**src/rtl/mbx_pkg.sv**
```systemverilog
package mbx_pkg;
   typedef enum logic [1:0] {
      ROUTE_NONE = 2'd0,
      ROUTE_MBX  = 2'd1,
      ROUTE_IO   = 2'd2
   } route_e;
endpackage

```
**src/rtl/mbx_route.sv**
```systemverilog
module mbx_route
   import mbx_pkg::*;
#(
   parameter int unsigned ADDR_W      = 6,
   parameter int unsigned MBX_ADDR    = 'h2A,
   parameter bit          SHARED_ADDR = 1'b1
) (
   input  logic [ADDR_W-1:0] addr,
   input  logic              fuse_en,
   input  logic              acc_en,
   output route_e            route
);
   localparam logic [ADDR_W-1:0] HIT_ADDR = ADDR_W'(MBX_ADDR);

   logic hit;
   logic gate_ok;

   assign hit = (addr == HIT_ADDR);

   generate
      if (SHARED_ADDR) begin : g_gated
         assign gate_ok = fuse_en & acc_en;
      end else begin : g_dedicated
         logic unused_gate;
         assign unused_gate = fuse_en ^ acc_en;
         assign gate_ok     = 1'b1;
      end
   endgenerate

   always_comb begin
      if (!hit)         route = ROUTE_NONE;
      else if (gate_ok) route = ROUTE_MBX;
      else              route = ROUTE_IO;
   end
endmodule

```
**src/rtl/mbx_cell.sv**
```systemverilog
module mbx_cell #(
   parameter int unsigned DATA_W = 8
) (
   input  logic              clk,
   input  logic              rst_n,
   input  logic              wr_en,
   input  logic [DATA_W-1:0] wdata,
   input  logic              rd_clr,
   output logic [DATA_W-1:0] data_q,
   output logic              dirty_q
);
   always_ff @(posedge clk or negedge rst_n) begin
      if (!rst_n) begin
         data_q  <= '0;
         dirty_q <= 1'b0;
      end else begin
         if (wr_en) data_q <= wdata;
         if (wr_en)       dirty_q <= 1'b1;
         else if (rd_clr) dirty_q <= 1'b0;
      end
   end

   // a write lands and raises the flag
   a_r2_write_sets_flag: assert property (@(posedge clk) disable iff (!rst_n)
      wr_en |=> (dirty_q && data_q == $past(wdata)));

   // a lone debugger read clears the flag and keeps the data
   a_r4_read_clears: assert property (@(posedge clk) disable iff (!rst_n)
      (rd_clr && !wr_en) |=> (!dirty_q && $stable(data_q)));

   // a write wins over a same-cycle debugger read
   a_r5_write_wins: assert property (@(posedge clk) disable iff (!rst_n)
      (rd_clr && wr_en) |=> dirty_q);

   // with no access the state holds
   a_r9_idle_hold: assert property (@(posedge clk) disable iff (!rst_n)
      (!rd_clr && !wr_en) |=> ($stable(data_q) && $stable(dirty_q)));
endmodule

```
**src/rtl/dbg_mailbox.sv**
```systemverilog
module dbg_mailbox
   import mbx_pkg::*;
#(
   parameter int unsigned DATA_W      = 8,
   parameter int unsigned ADDR_W      = 6,
   parameter int unsigned MBX_ADDR    = 'h2A,
   parameter bit          SHARED_ADDR = 1'b1
) (
   input  logic              clk,
   input  logic              rst_n,
   input  logic [ADDR_W-1:0] cpu_addr,
   input  logic              cpu_wr,
   input  logic              cpu_rd,
   input  logic [DATA_W-1:0] cpu_wdata,
   output logic [DATA_W-1:0] cpu_rdata,
   output logic              io_wr,
   output logic              io_rd,
   input  logic [DATA_W-1:0] io_rdata,
   input  logic              fuse_dbg_en,
   input  logic              dbg_access_en,
   input  logic              dbg_rd,
   output logic [DATA_W-1:0] dbg_data,
   output logic              dbg_dirty
);
   localparam int unsigned FLAG_BIT = DATA_W - 1;

   generate
      if (DATA_W < 2) begin : g_bad_width
         $error("dbg_mailbox: DATA_W must be at least 2");
      end
      if (ADDR_W < 1 || ADDR_W > 16) begin : g_bad_addr_w
         $error("dbg_mailbox: ADDR_W must be 1..16");
      end
      if (MBX_ADDR >= (1 << ADDR_W)) begin : g_bad_addr
         $error("dbg_mailbox: MBX_ADDR does not fit in ADDR_W bits");
      end
   endgenerate

   route_e            route;
   logic              mbx_wr;
   logic [DATA_W-1:0] store_q;
   logic              dirty_q;
   logic [DATA_W-1:0] fold_rd;

   mbx_route #(
      .ADDR_W      (ADDR_W),
      .MBX_ADDR    (MBX_ADDR),
      .SHARED_ADDR (SHARED_ADDR)
   ) u_route (
      .addr    (cpu_addr),
      .fuse_en (fuse_dbg_en),
      .acc_en  (dbg_access_en),
      .route   (route)
   );

   assign mbx_wr = cpu_wr && (route == ROUTE_MBX);
   assign io_wr  = cpu_wr && (route == ROUTE_IO);
   assign io_rd  = cpu_rd && (route == ROUTE_IO);

   mbx_cell #(
      .DATA_W (DATA_W)
   ) u_cell (
      .clk     (clk),
      .rst_n   (rst_n),
      .wr_en   (mbx_wr),
      .wdata   (cpu_wdata),
      .rd_clr  (dbg_rd),
      .data_q  (store_q),
      .dirty_q (dirty_q)
   );

   assign fold_rd = {dirty_q, store_q[FLAG_BIT-1:0]};

   always_comb begin
      cpu_rdata = '0;
      if (cpu_rd) begin
         case (route)
            ROUTE_MBX: cpu_rdata = fold_rd;
            ROUTE_IO:  cpu_rdata = io_rdata;
            default:   cpu_rdata = '0;
         endcase
      end
   end

   assign dbg_data  = store_q;
   assign dbg_dirty = dirty_q;

   // other addresses raise no strobe at all
   a_r8_foreign_quiet: assert property (@(posedge clk) disable iff (!rst_n)
      (cpu_addr != ADDR_W'(MBX_ADDR)) |-> (!io_wr && !io_rd && !mbx_wr));

   // foreign accesses leave the mailbox as it was
   a_r8_foreign_hold: assert property (@(posedge clk) disable iff (!rst_n)
      (cpu_addr != ADDR_W'(MBX_ADDR) && !dbg_rd) |=> ($stable(dbg_data) && $stable(dbg_dirty)));

   // never both destinations in one write
   a_r7_one_target: assert property (@(posedge clk) disable iff (!rst_n)
      !(io_wr && mbx_wr));

   generate
      if (SHARED_ADDR) begin : g_gate_chk
         // ungated write at the shared address goes to the ordinary register
         a_r7_ungated_io: assert property (@(posedge clk) disable iff (!rst_n)
            (cpu_wr && cpu_addr == ADDR_W'(MBX_ADDR) && !(fuse_dbg_en && dbg_access_en))
               |-> (io_wr && !mbx_wr));
         // ungated write leaves the stored byte alone
         a_r7_ungated_hold: assert property (@(posedge clk) disable iff (!rst_n)
            (cpu_wr && !(fuse_dbg_en && dbg_access_en)) |=> $stable(dbg_data));
      end
   endgenerate
endmodule

```
**config.mk**
```make
export PLATFORM = sky130hd
export DESIGN_NAME = dbg_mailbox
export DESIGN_NICKNAME = d
export VERILOG_FILES = /design/src/rtl/mbx_pkg.sv /design/src/rtl/mbx_route.sv /design/src/rtl/mbx_cell.sv /design/src/rtl/dbg_mailbox.sv
export SDC_FILE = /design/constraint.sdc
export NUM_CORES = 1
export LEC_CHECK = 0
export CAP_MARGIN = 25
export CORE_MARGIN = 2
export CORE_UTILIZATION = 30
export CTS_BUF_LIST = sky130_fd_sc_hd__clkbuf_2
export CTS_CLUSTER_SIZE = 24
export DETAILED_ROUTE_END_ITERATION = 6
export PLACE_DENSITY = 0.78
export SYNTH_ARGS = -nofsm -noshare
export SYNTH_HDL_FRONTEND = slang
export SYNTH_SLANG_ARGS = --single-unit
export TNS_END_PERCENT = 50
```
**constraint.sdc**
```tcl
create_clock -name clk -period 1.4 [get_ports clk]
set_input_delay 0.35 -clock clk [delete_from_list [all_inputs] [get_ports clk]]
set_output_delay 0.35 -clock clk [all_outputs]
set_load 0.03 [all_outputs]
```
# Yosys cells after proc, flatten, opt, wreduce, memory -nomap -nowiden
# Index checks and enable logic that the tools add are counted.
# word_totals
wordCells,16
output_inout_bits,19
ff_bits,9
input_bits,29
# op_classes
n_eq_ne,3
n_bitwise,1
muxes,6
reduce_logical,4
# op_table
operator,n
$pmux 8 s2,1
$mux 8,1
$eq 6x6->1 const B,1
$mux 2,2
$logic_and 1x1->1,3
$eq 2x1->1 const B,1
$eq 2x2->1 const B,1
$mux 1,2
$reduce_bool 2->1,1
$and 1x1->1,1

# Depth between registers and ports, before layout
# logic_depth
ltp_word,6
depth_mapped,4
ltp_nobuf,3

# Modules after synthesis
# A second synthesis with hierarchy kept.
# unflattened
hier_cells,52
area_unflattened_um2,665.6
# by_module_without_submodules
mod,seq_area_each_um2,instances,area_per_inst_um2,cells_each
mbx_cell,225.2,1,369.1,20
dbg_mailbox,0.0,1,250.2,27
mbx_route,0.0,1,46.3,5

# Least setup slack after synthesis
# Ideal clock, no wire load.
# synth_timing
path_kind,in2out
startpoint,in cpu_addr[0]
endpoint,out cpu_rdata[0]
required_ns,1.050
cell_stages,3
arrival_ns,1.375
path_buffers,0
slack_ns,-0.325
path_cell_list,and4bb_1 nand4b_2 a21oi_1
# synth_between
elab_chain_len,5
elab_cells_between_ends,6
cone_classes,eq/ne (3); mux (3)
# synth_lines
element,line,rtl
from (decl),dbg_mailbox.sv:11,"input logic [ADDR_W-1:0] cpu_addr,"
$eq 6x6->1 (*),mbx_route.sv:18,assign hit = (addr == HIT_ADDR);
$mux 2 (*),mbx_route.sv:31,if (!hit) route = ROUTE_NONE;
$eq 2x2->1 or $eq 2x1->1 (tied branches),dbg_mailbox.sv:77,case (route)
$pmux 8 s2 (*),dbg_mailbox.sv:77,
$mux 8 (*),dbg_mailbox.sv:76,if (cpu_rd) begin
to (decl),dbg_mailbox.sv:15,"output logic [DATA_W-1:0] cpu_rdata,"
# Mark *: on every way between the ends. The rest lies on a longest branch, timed or not.

# Worst setup path in the final report
# layout_timing
startpoint,in cpu_addr[4]
endpoint,out cpu_rdata[4]
# Same word-level chain as after synthesis.

==> impl_metrics.yaml <==
cts:
  cts-htree-levels: 1
  clkSinkCount: 9
  clk_latency_ns: 0.24
  path_clk_slew_ns: 0.10
  ctsHoldBuffers: 0
  cts_buffer_depth: 2
  cts_tree: "done"
  cts-root-buf: "clkbuf_2"
  cts_buffers: 3
logic_synthesis:
  yosys-top-cells-area: "dfrtp_1 (42%), mux2_4 (22%), nand2_1 (13%)"
  yosysTopAreaCell: "dfrtp_1"
  yosysMostFrequentCell: "nand2_1"
  ys.flop_type: "dfrtp_1"
  synth_area_um2: 534
  async_flop_share: 1.00
  synth_edf_count: 0
  synth_top_area_frac: 0.422
  syn_avg_cell_area_um2: 9.89
  synth_common_cells: "nand2_1 (18), dfrtp_1 (9), a21oi_1 (8), mux2_4 (8), nor2_1 (2)"
  synth_cells: 54
  yosysSeqAreaShare: 0.422
  synth-seq-cells: 9
  synth_cell_types: 14
  yosys_warnings: 0
  synth_nets: 83
global_route:
  overflow: 0
  grt_pass1_wl_um: 3040
  grt_max_degree: 10
  antenna_found_initial: 0
  grt_usage: 0.211
  grt_pass1_vias: 727
placement:
  gp_congestion: 0.740
  dp_hpwl_um: 1470
  dpl.cell_count: 135
  port_buffers: 47
  placed_area_um2: 1190
setup_path:
  crit_slowest_cell: "and4bb_2"
  crit_type: "in -> out"
  path_cells: "buf_6, and4bb_2, nand4b_4, buf_12, a21oi_4, buf_6"
  cp_top_family: "simple AND/OR/NAND/NOR gates"
  startpoint: "cpu_addr[4]"
  slowest_delay_ns: 0.32
  worst-path-buf-inv: 3
  cp_data_arrival_time_ns: 1.35
  timing.critical_path.mode_cell: "buf_6"
  required_ns: 1.05
  endpoint_kind: "output pin"
  start_kind: "input pin"
  r2r-start: "u_cell.data_q[3]"
  critPathMaxFanout: 5
detailed_routing:
  num_vias: 634
  ant_nets: 0
  wirelength_um: 1900
  dr.pass1.iters: 2
  drc: 0
  wire_per_inst_um: 13.5
  drt_iter0_drc: 4
  vias_per_cell: 4.50
layout:
  area_growth_pct: 136
  n_antenna_cell: 0
  layout-drive-gt1-share: 0.595
  final_area_um2: 1260
  fin_cells: 141
  finalNetCount: 146
  nFillCells: 139
floorplan:
  die_x_um: 46.2
  core_area_um2: 1710
  rows: 15
  die_area_um2: 2130
  pin_count: 48
  start_util: 0.313
  fp.dieH_um: 46.2
power_and_ir_drop:
  pwr-share-comb: 0.303
  p_sw_w: 0.000190
  cellPowerDensity_nw_per_um2: 513
  p_seq_frac: 0.432
  p_int_w: 0.000458
  irDropWorstVdd_mv: 0.409
  swShare: 0.294
  power_w: 0.000648
  p_clk_frac: 0.265
  cellLeakagePower_nw: 0.590
sta:
  slew_headroom: 0.701
  period_needed_ns: 1.70
  timing.fmax_mhz: 588
  hold_viol_final: 0
  worstMarginPinSlew_ns: 0.448
  fin_crit_sh: 1.21
  final-max-slew-violation-count: 0
  fin_ws_ns: -0.300
  setup_viol: 10
  clock_skew_ns: 0
  rsz0062_at_grt: "true"
  holdWs_ns: 0.396
status:
  violations: "setup timing"
  status: "finished, violations left"
run:
  maxCapViolations: 0
hold_path:
  hold_class: "in -> async"
-- repair_timing --
action / CTS / global route
gates cloned: 1 / 0
endpoints found under the setup margin: 24 / 24
pin swaps: 6 / 2
gates resized for setup: 49 / 12
buffers inserted: 1 / 0
-- power by group through the flow --
stage          registers (W)  clock network (W)  logic [W]
3_3_place_gp        0.000283                  0   0.000201
6_report            0.000280           0.000171   0.000197
5_1_grt             0.000282           0.000201   0.000209
4_1_cts             0.000280           0.000182   0.000201
3_5_place_dp        0.000284                  0   0.000204
2_1_floorplan       0.000306                  0  0.0000508
-- layout by cell type (no fill, tap or decap), types with 2 or more instances in the layout --
cell type	count
dfrtp_1	9
buf_6	12
mux2_4	8
clkdlybuf4s50_1	18
nand2_2	8
buf_2	2
clkbuf_2	10
a21oi_4	8
buf_4	14
nand2_1	10
dlygate4sd2_1	6
-- path summary, 6_finish.rpt --
check | endpoint | slack, ns | depth (start not counted)
max in group asynchronous | u_cell.data_q[0] | 0.69 | 1
max reg2reg | u_cell.data_q[3] | 0.49 | 2
min | u_cell.data_q[3] | 0.40 | 1
min in group clk | u_cell.data_q[7] | 0.52 | 1
min reg2reg | u_cell.data_q[7] | 0.52 | 1
max | cpu_rdata[4] | -0.30 | 6
-- logic make-up (layout without fill, tap and decap cells) --
kind of cell,after synthesis,after routing,share of synthesized area
simple gates,25,25,0.232
compound gates,9,9,0.0867
flops,9,9,0.422
mux,8,8,0.225
buf+inv,3,65,0.0351
-- final cells by class --
class,count,area (µm²),area share
well taps,25,31.3,0.0248
flip-flops and latches,9,225,0.178
clock buffers,4,20.0,0.0159
repair buffers,60,558,0.442
inverters,1,3.75,0.00297
multi-input cells,42,424,0.336
-- layer usage --
metal  vias to the layer above  wire length, µm  global-route usage
li1                        309                -                   -
met3                         2              106              0.0588
met1                       295              667               0.196
met5                         -                0                   0
met4                         0               19              0.0686
met2                        28             1100               0.425
-- flip-flops by register name, indices dropped and copies added (netlist names) --
register        count
u_cell.data_q       8
u_cell.dirty_q      1
-- per-stage QoR --
stage               TNS (ns)  utilization  setup WS [ns]
global placement       -9.50        0.697         -0.585
floorplan              -2.44            -         -0.251
finish                 -2.73        0.739         -0.300
global route           -3.13        0.739         -0.347
detailed placement     -9.90        0.697         -0.616
CTS                    -3.07        0.752         -0.339
Power figures use the tool's default switching activity.
